===== src/rtl/pot3w_pkg.sv =====
package pot3w_pkg;
  typedef struct packed {
    logic shift;     // take one serial bit
    logic load;      // refill register from settings
    logic commit;    // copy register into settings
    logic csActive;  // synchronized chip select
  } ctlStrb_t;
endpackage


===== src/rtl/pot3w_ctrl.sv =====
module pot3w_ctrl
  import pot3w_pkg::*;
#(
  parameter int SYNC_STAGES = 2
) (
  input  logic     clk,
  input  logic     rstN,
  input  logic     csIn,
  input  logic     sclkIn,
  input  logic     sdIn,
  output ctlStrb_t strb,
  output logic     dataBit
);
  localparam int TOP = SYNC_STAGES - 1;

  logic [SYNC_STAGES-1:0] csSync, clkSync, dSync;
  logic csPrev, clkPrev;
  logic csNow, clkNow;

  always_ff @(posedge clk or negedge rstN) begin
    if (!rstN) begin
      csSync  <= '0;
      clkSync <= '0;
      dSync   <= '0;
      csPrev  <= 1'b0;
      clkPrev <= 1'b0;
    end else begin
      csSync  <= {csSync[SYNC_STAGES-2:0], csIn};
      clkSync <= {clkSync[SYNC_STAGES-2:0], sclkIn};
      dSync   <= {dSync[SYNC_STAGES-2:0], sdIn};
      csPrev  <= csSync[TOP];
      clkPrev <= clkSync[TOP];
    end
  end

  assign csNow   = csSync[TOP];
  assign clkNow  = clkSync[TOP];
  assign dataBit = dSync[TOP];

  always_comb begin
    strb.csActive = csNow;
    strb.shift    = csNow && clkNow && !clkPrev;
    strb.commit   = !csNow && csPrev;
    strb.load     = !csNow && !strb.commit;
  end


  commit_single_cycle_chk: assert property (@(posedge clk) disable iff (!rstN)
    strb.commit |=> !strb.commit);


  load_excludes_shift_chk: assert property (@(posedge clk) disable iff (!rstN)
    !(strb.load && strb.shift));
endmodule


===== src/rtl/pot3w_dpath.sv =====
module pot3w_dpath
  import pot3w_pkg::*;
#(
  parameter int             WIPER_W   = 8,
  parameter logic [WIPER_W-1:0] RESET_POS = 8'h80
) (
  input  logic               clk,
  input  logic               rstN,
  input  ctlStrb_t           strb,
  input  logic               dataBit,
  output logic [WIPER_W-1:0] wiper0,
  output logic [WIPER_W-1:0] wiper1,
  output logic               stackSel,
  output logic               casOut
);
  localparam int FW = 2 * WIPER_W + 1;

  function automatic logic [FW-1:0] packFrame(logic [WIPER_W-1:0] w0,
                                               logic [WIPER_W-1:0] w1,
                                               logic stk);
    logic [FW-1:0] f;
    f[0] = stk;
    for (int k = 0; k < WIPER_W; k++) begin
      f[1 + k]           = w1[WIPER_W-1-k];
      f[WIPER_W + 1 + k] = w0[WIPER_W-1-k];
    end
    return f;
  endfunction

  logic [FW-1:0]      shReg, curFrame;
  logic [WIPER_W-1:0] w0Q, w1Q, nextW0, nextW1;
  logic               stkQ;

  always_comb begin
    curFrame = packFrame(w0Q, w1Q, stkQ);
    for (int k = 0; k < WIPER_W; k++) begin
      nextW1[WIPER_W-1-k] = shReg[1 + k];
      nextW0[WIPER_W-1-k] = shReg[WIPER_W + 1 + k];
    end
  end

  always_ff @(posedge clk or negedge rstN) begin
    if (!rstN) begin
      shReg <= packFrame(RESET_POS, RESET_POS, 1'b0);
    end else if (strb.shift) begin
      shReg <= {dataBit, shReg[FW-1:1]};
    end else if (strb.load) begin
      shReg <= curFrame;
    end
  end

  always_ff @(posedge clk or negedge rstN) begin
    if (!rstN) begin
      w0Q  <= RESET_POS;
      w1Q  <= RESET_POS;
      stkQ <= 1'b0;
    end else if (strb.commit) begin
      w0Q  <= nextW0;
      w1Q  <= nextW1;
      stkQ <= shReg[0];
    end
  end

  assign wiper0   = w0Q;
  assign wiper1   = w1Q;
  assign stackSel = stkQ;
  assign casOut   = strb.csActive & shReg[0];


  hold_without_commit_chk: assert property (@(posedge clk) disable iff (!rstN)
    !strb.commit |=> $stable({w0Q, w1Q, stkQ}));


  shift_advance_chk: assert property (@(posedge clk) disable iff (!rstN)
    strb.shift |=> shReg[FW-2:0] == $past(shReg[FW-1:1]));
endmodule


===== src/rtl/pot3w_if.sv =====
module pot3w_if
  import pot3w_pkg::*;
#(
  parameter int WIPER_W     = 8,
  parameter int SYNC_STAGES = 2
) (
  input  logic               clk,
  input  logic               rstN,
  input  logic               csIn,
  input  logic               sclkIn,
  input  logic               sdIn,
  output logic [WIPER_W-1:0] wiper0,
  output logic [WIPER_W-1:0] wiper1,
  output logic               stackSel,
  output logic               casOut
);
  ctlStrb_t strb;
  logic     dataBit;

  pot3w_ctrl #(.SYNC_STAGES(SYNC_STAGES)) uCtrl (
    .clk(clk), .rstN(rstN), .csIn(csIn), .sclkIn(sclkIn), .sdIn(sdIn),
    .strb(strb), .dataBit(dataBit)
  );

  pot3w_dpath #(.WIPER_W(WIPER_W), .RESET_POS(WIPER_W'(1) << (WIPER_W - 1))) uDpath (
    .clk(clk), .rstN(rstN), .strb(strb), .dataBit(dataBit),
    .wiper0(wiper0), .wiper1(wiper1), .stackSel(stackSel), .casOut(casOut)
  );
endmodule


===== config.mk =====
export PLATFORM = sky130hd
export DESIGN_NAME = pot3w_if
export DESIGN_NICKNAME = d
export VERILOG_FILES = /design/src/rtl/pot3w_pkg.sv /design/src/rtl/pot3w_ctrl.sv /design/src/rtl/pot3w_dpath.sv /design/src/rtl/pot3w_if.sv
export SDC_FILE = /design/constraint.sdc
export NUM_CORES = 1
export LEC_CHECK = 0
export BUFFER_PORTS_ARGS = -buffer_cell sky130_fd_sc_hd__clkbuf_2
export CORE_MARGIN = 2
export CORE_UTILIZATION = 61
export DETAILED_ROUTE_END_ITERATION = 7
export GPL_ROUTABILITY_DRIVEN = 0
export GPL_TIMING_DRIVEN = 0
export PLACE_DENSITY = 0.83
export SYNTH_ARGS = -nofsm -noshare
export SYNTH_HDL_FRONTEND = slang
export SYNTH_SLANG_ARGS = --single-unit

===== constraint.sdc =====
create_clock -name clk -period 4.23 [get_ports clk]
set_clock_uncertainty 0.15 [all_clocks]
set_input_delay 0.6345 -clock clk [delete_from_list [all_inputs] [get_ports clk]]
set_output_delay 0.6345 -clock clk [all_outputs]
set_load 0.02 [all_outputs]

Yosys cells after proc, flatten, opt, wreduce, memory -nomap -nowiden
Cells that the tools add are included.

Muxes and demuxes: 2. Reductions and logical operators: 8. Bitwise logic cells: 1.

Operators by type and width (count): $mux W17 (2); $logic_and A1 B1 Y1 (4); $logic_not A1 Y1 (3); $reduce_bool A2 Y1 (1); $and A1 B1 Y1 (1).

Output and inout bits: 18. Bits in registers: 42. Logic and storage cells: 20.

Longest topological paths before layout
Depth after elaboration: 6. Depth in mapped cells: 5. Depth with buffers taken out: 2.

Cells and area by module
A second synthesis with hierarchy kept.

Cell total of the unflattened synthesis: 122. Area total of the unflattened synthesis: 1716.6 µm².

Modules (own cells, without submodules): pot3w_dpath (seq. area each 855.8 µm², instances 1, area each 1490.2 µm², cells each 110); pot3w_ctrl (seq. area each 200.2 µm², instances 1, area each 226.5 µm², cells each 12).

Worst setup path after synthesis
OpenSTA, ideal clock, no wires.

Path type: reg2out. Start point: register uCtrl.csSync[1]. End point: output casOut. Data arrival time: 0.937 ns. Required time: 3.445 ns. Path buffers: 2. Path slack: 2.508 ns. Cell stages (with the launch flop): 4. Cells stage by stage: dfrtp_1 buf_6 dlymetal6s2s_1 and2_1.

Longest elaborated chain between the ends: 1.

Ends and longest elaborated chain: from (decl) (line pot3w_ctrl.sv:16) `logic [SYNC_STAGES-1:0] csSync, clkSync, dSync;`; from (signal assigned) (line pot3w_ctrl.sv:28) `csSync <= {csSync[SYNC_STAGES-2:0], csIn};`; $and A1 B1 Y1 (line pot3w_dpath.sv:67) `assign casOut = strb.csActive & shReg[0];`; to (decl) (line pot3w_if.sv:15) `output logic casOut`.

Every way passes these cells.

Final worst setup path
Same ends and word-level chain as after synthesis.

==> impl_metrics.tcl <==
set metrics [dict create \
    status "completed" \
    synth.most_common_cell "dfrtp_1" \
    dp_hpwl_um 2520 \
    core-area_sq_um 3080 \
    seq_power_share_pct 53.5 \
    grt_antenna_before_repair 0 \
    cts_buffers 5 \
    yosysUniqueCellTypes 19 \
    period_share_pct 54.8 \
    syn_avg_cell_area_sq_um 13.9 \
    num-fill-cells 237 \
    slew_headroom_pct 33.0 \
    synth_top_cell_area_share_pct 47.6 \
    portBuffers 22 \
    ys_async_sr_fraction_pct 100 \
    p_int_uw 741 \
    synth_edf_count 0 \
    initialDrtViolationCount 74 \
    worstSkewPairLatency_ns 0.34 \
    fin_tns_setup_ns 0 \
    arrival_ns 1.53 \
    yosysWarnings 0 \
    ir_drop_mv 0.287 \
    clk_pin_slew_ns 0.11 \
    wl_per_cell_um 17.5 \
    yosysSeqAreaShare_pct 52.9 \
    cts_buffer_depth 2 \
    cts_sinks 42 \
    num_vias 1278 \
    grt_pass1_vias 1266 \
    start_util_pct 64.9 \
    p_clk_share_pct 16.7 \
    leakage_nw 0.987 \
    die_h_um 61.2 \
    cts_hold_buf 0 \
    dr.pass1.iters 4 \
    yosysTopAreaCell "dfrtp_1" \
    nets 178 \
    start_kind "flop" \
    period_minus_slack_ns 2.32 \
    track_usage_pct 23.2 \
    vias_per_cell 5.86 \
    finalMaxSlewViolations 0 \
    rsz0062_at_grt "no" \
    fp.dieArea_sq_um 3750 \
    overflow 0 \
    critPathMaxFanout 10 \
    crit_path_end_kind "output port" \
    layout-drive-gt1-share_pct 37.4 \
    syn_nets 149 \
    fmax_ghz 0.431 \
    grt_max_degree 43 \
    num_rows 20 \
    synth_area_leaders "dfrtp_1, mux2_4, or3b_1, and4bb_2, a31oi_1" \
    sw_frac_of_total_pct 32.5 \
    wirelength_um 3820 \
    p_comb_share_pct 29.8 \
    power_density_nw_per_um2 496 \
    yosys-top-cells-count "dfrtp_1, a31oi_1, o21ai_0, or3b_1, and4bb_2" \
    hp-class "flop to flop" \
    drv_cap 0 \
    cts_max_level 2 \
    drc 0 \
    cts_resized 0 \
    n_antenna_cell 0 \
    area_delta_synth_final_pct 10.7 \
    cts_tree "done" \
    setup_viol 0 \
    netlist_area_sq_um 2000 \
    crit_type "flop to output port" \
    worstPathRequired_ns 3.45 \
    dieWidth_um 61.2 \
    hold_violations 0 \
    synthCells 144 \
    ant_nets 0 \
    ys.flop_type "dfrtp_1" \
    fin_util_pct 71.8 \
    p_switching_uw 356 \
    grt_pass1_wl_um 6240 \
    worstMarginPinSlew_ns 1.01 \
    cts_setup_buffers 0 \
    cts-root-buf "clkbuf_4" \
    synth_seq_cells 42 \
    io_pins 23 \
]
metal layers:
layer	GRT usage, %	vias to the layer above	part of all wire [%]
li1	-	609	-
met4	5.59	0	0.97
met1	32.0	645	47
met2	36.6	19	49
met5	0	-	0
met3	6.30	5	3.3
layout by cell type (no fill, tap or decap):
cell type       count
dfrtp_1            38
clkbuf_2           22
or3b_1             17
o21ai_0            17
a31oi_1            17
and4bb_2           11
mux2_4             10
mux2_1              7
clkbuf_4            6
buf_6               4
buf_2               4
nor4bb_1            4
dfstp_2             4
dlymetal6s2s_1      3
clkbuf_1            3
and4bb_1            2
and2_1              1
nor2b_4             1
buf_12              1
nand3b_2            1
buf_4               1
worst max-delay path, cell delays in order, from the launching register on:
cell	delay, ns
dfrtp_1	0.39
buf_6	0.15
dlymetal6s2s_1	0.31
and2_1	0.18
clkbuf_2	0.16
final cells by class:
cell class | instances | area [sq um] | area share, %
buffer | 14 | 138 | 6.23
sequential | 42 | 1060 | 47.8
timing repair buffer | 22 | 110 | 4.98
multi-input combinational | 88 | 803 | 36.3
clock buffer | 8 | 48.8 | 2.21
tap | 44 | 55.1 | 2.49
stage by stage:
stage	std cells	total power, mW	hold slack (ns)	area [sq um]	worst slack, ns
2_1_floorplan	144	0.811	0.181	2000	2.51
3_3_place_gp	210	0.907	0.182	2160	2.30
3_5_place_dp	210	0.924	0.191	2160	2.26
4_1_cts	218	1.11	0.218	2210	1.88
5_1_grt	218	1.17	0.214	2210	1.78
6_report	218	1.10	0.214	2210	1.91
power by group through the flow:
stage | clock [mW] | sequential [mW] | combinational [mW]
floorplan | 0 | 0.644 | 0.167
global placement | 0 | 0.584 | 0.323
detailed placement | 0 | 0.594 | 0.330
CTS | 0.190 | 0.587 | 0.332
global route | 0.210 | 0.602 | 0.355
finish | 0.183 | 0.587 | 0.327
final timing paths:
| kind | start | endpoint | slack [ns] | depth (start not counted) |
|---|---|---|---|---|
| setup / recovery | uCtrl.csSync[1] | casOut | 1.91 | 4 |
| hold / removal | uCtrl.dSync[0] | uCtrl.dSync[1] | 0.21 | 0 |
| min in group asynchronous | rstN | uDpath.shReg[7] | 0.28 | 1 |
| hold reg to reg | uCtrl.dSync[0] | uCtrl.dSync[1] | 0.21 | 0 |
| max in group asynchronous | rstN | uDpath.shReg[11] | 3.02 | 1 |
| setup reg to reg | uCtrl.csSync[1] | uDpath.wiper0[6] | 2.68 | 5 |
flip-flops by register name (all words and copies together) (netlist names):
name,cells
uCtrl.clkSync,2
uCtrl.csSync,2
uCtrl.clkPrev,1
uDpath.wiper0,8
uCtrl.dSync,2
uDpath.shReg,17
uDpath.stackSel,1
uCtrl.csPrev,1
uDpath.wiper1,8
cells by family after synthesis:
kind of cell | count (synthesis) | share of synthesized area [%]
flip-flops | 42 | 52.9
multiplexers | 17 | 11.5
AO/OA/AOI/OAI | 34 | 9.59
AND/OR/NAND/NOR | 37 | 19.2
buffers and inverters | 14 | 6.89
No activity file was read; power rests on OpenSTA's default activity.
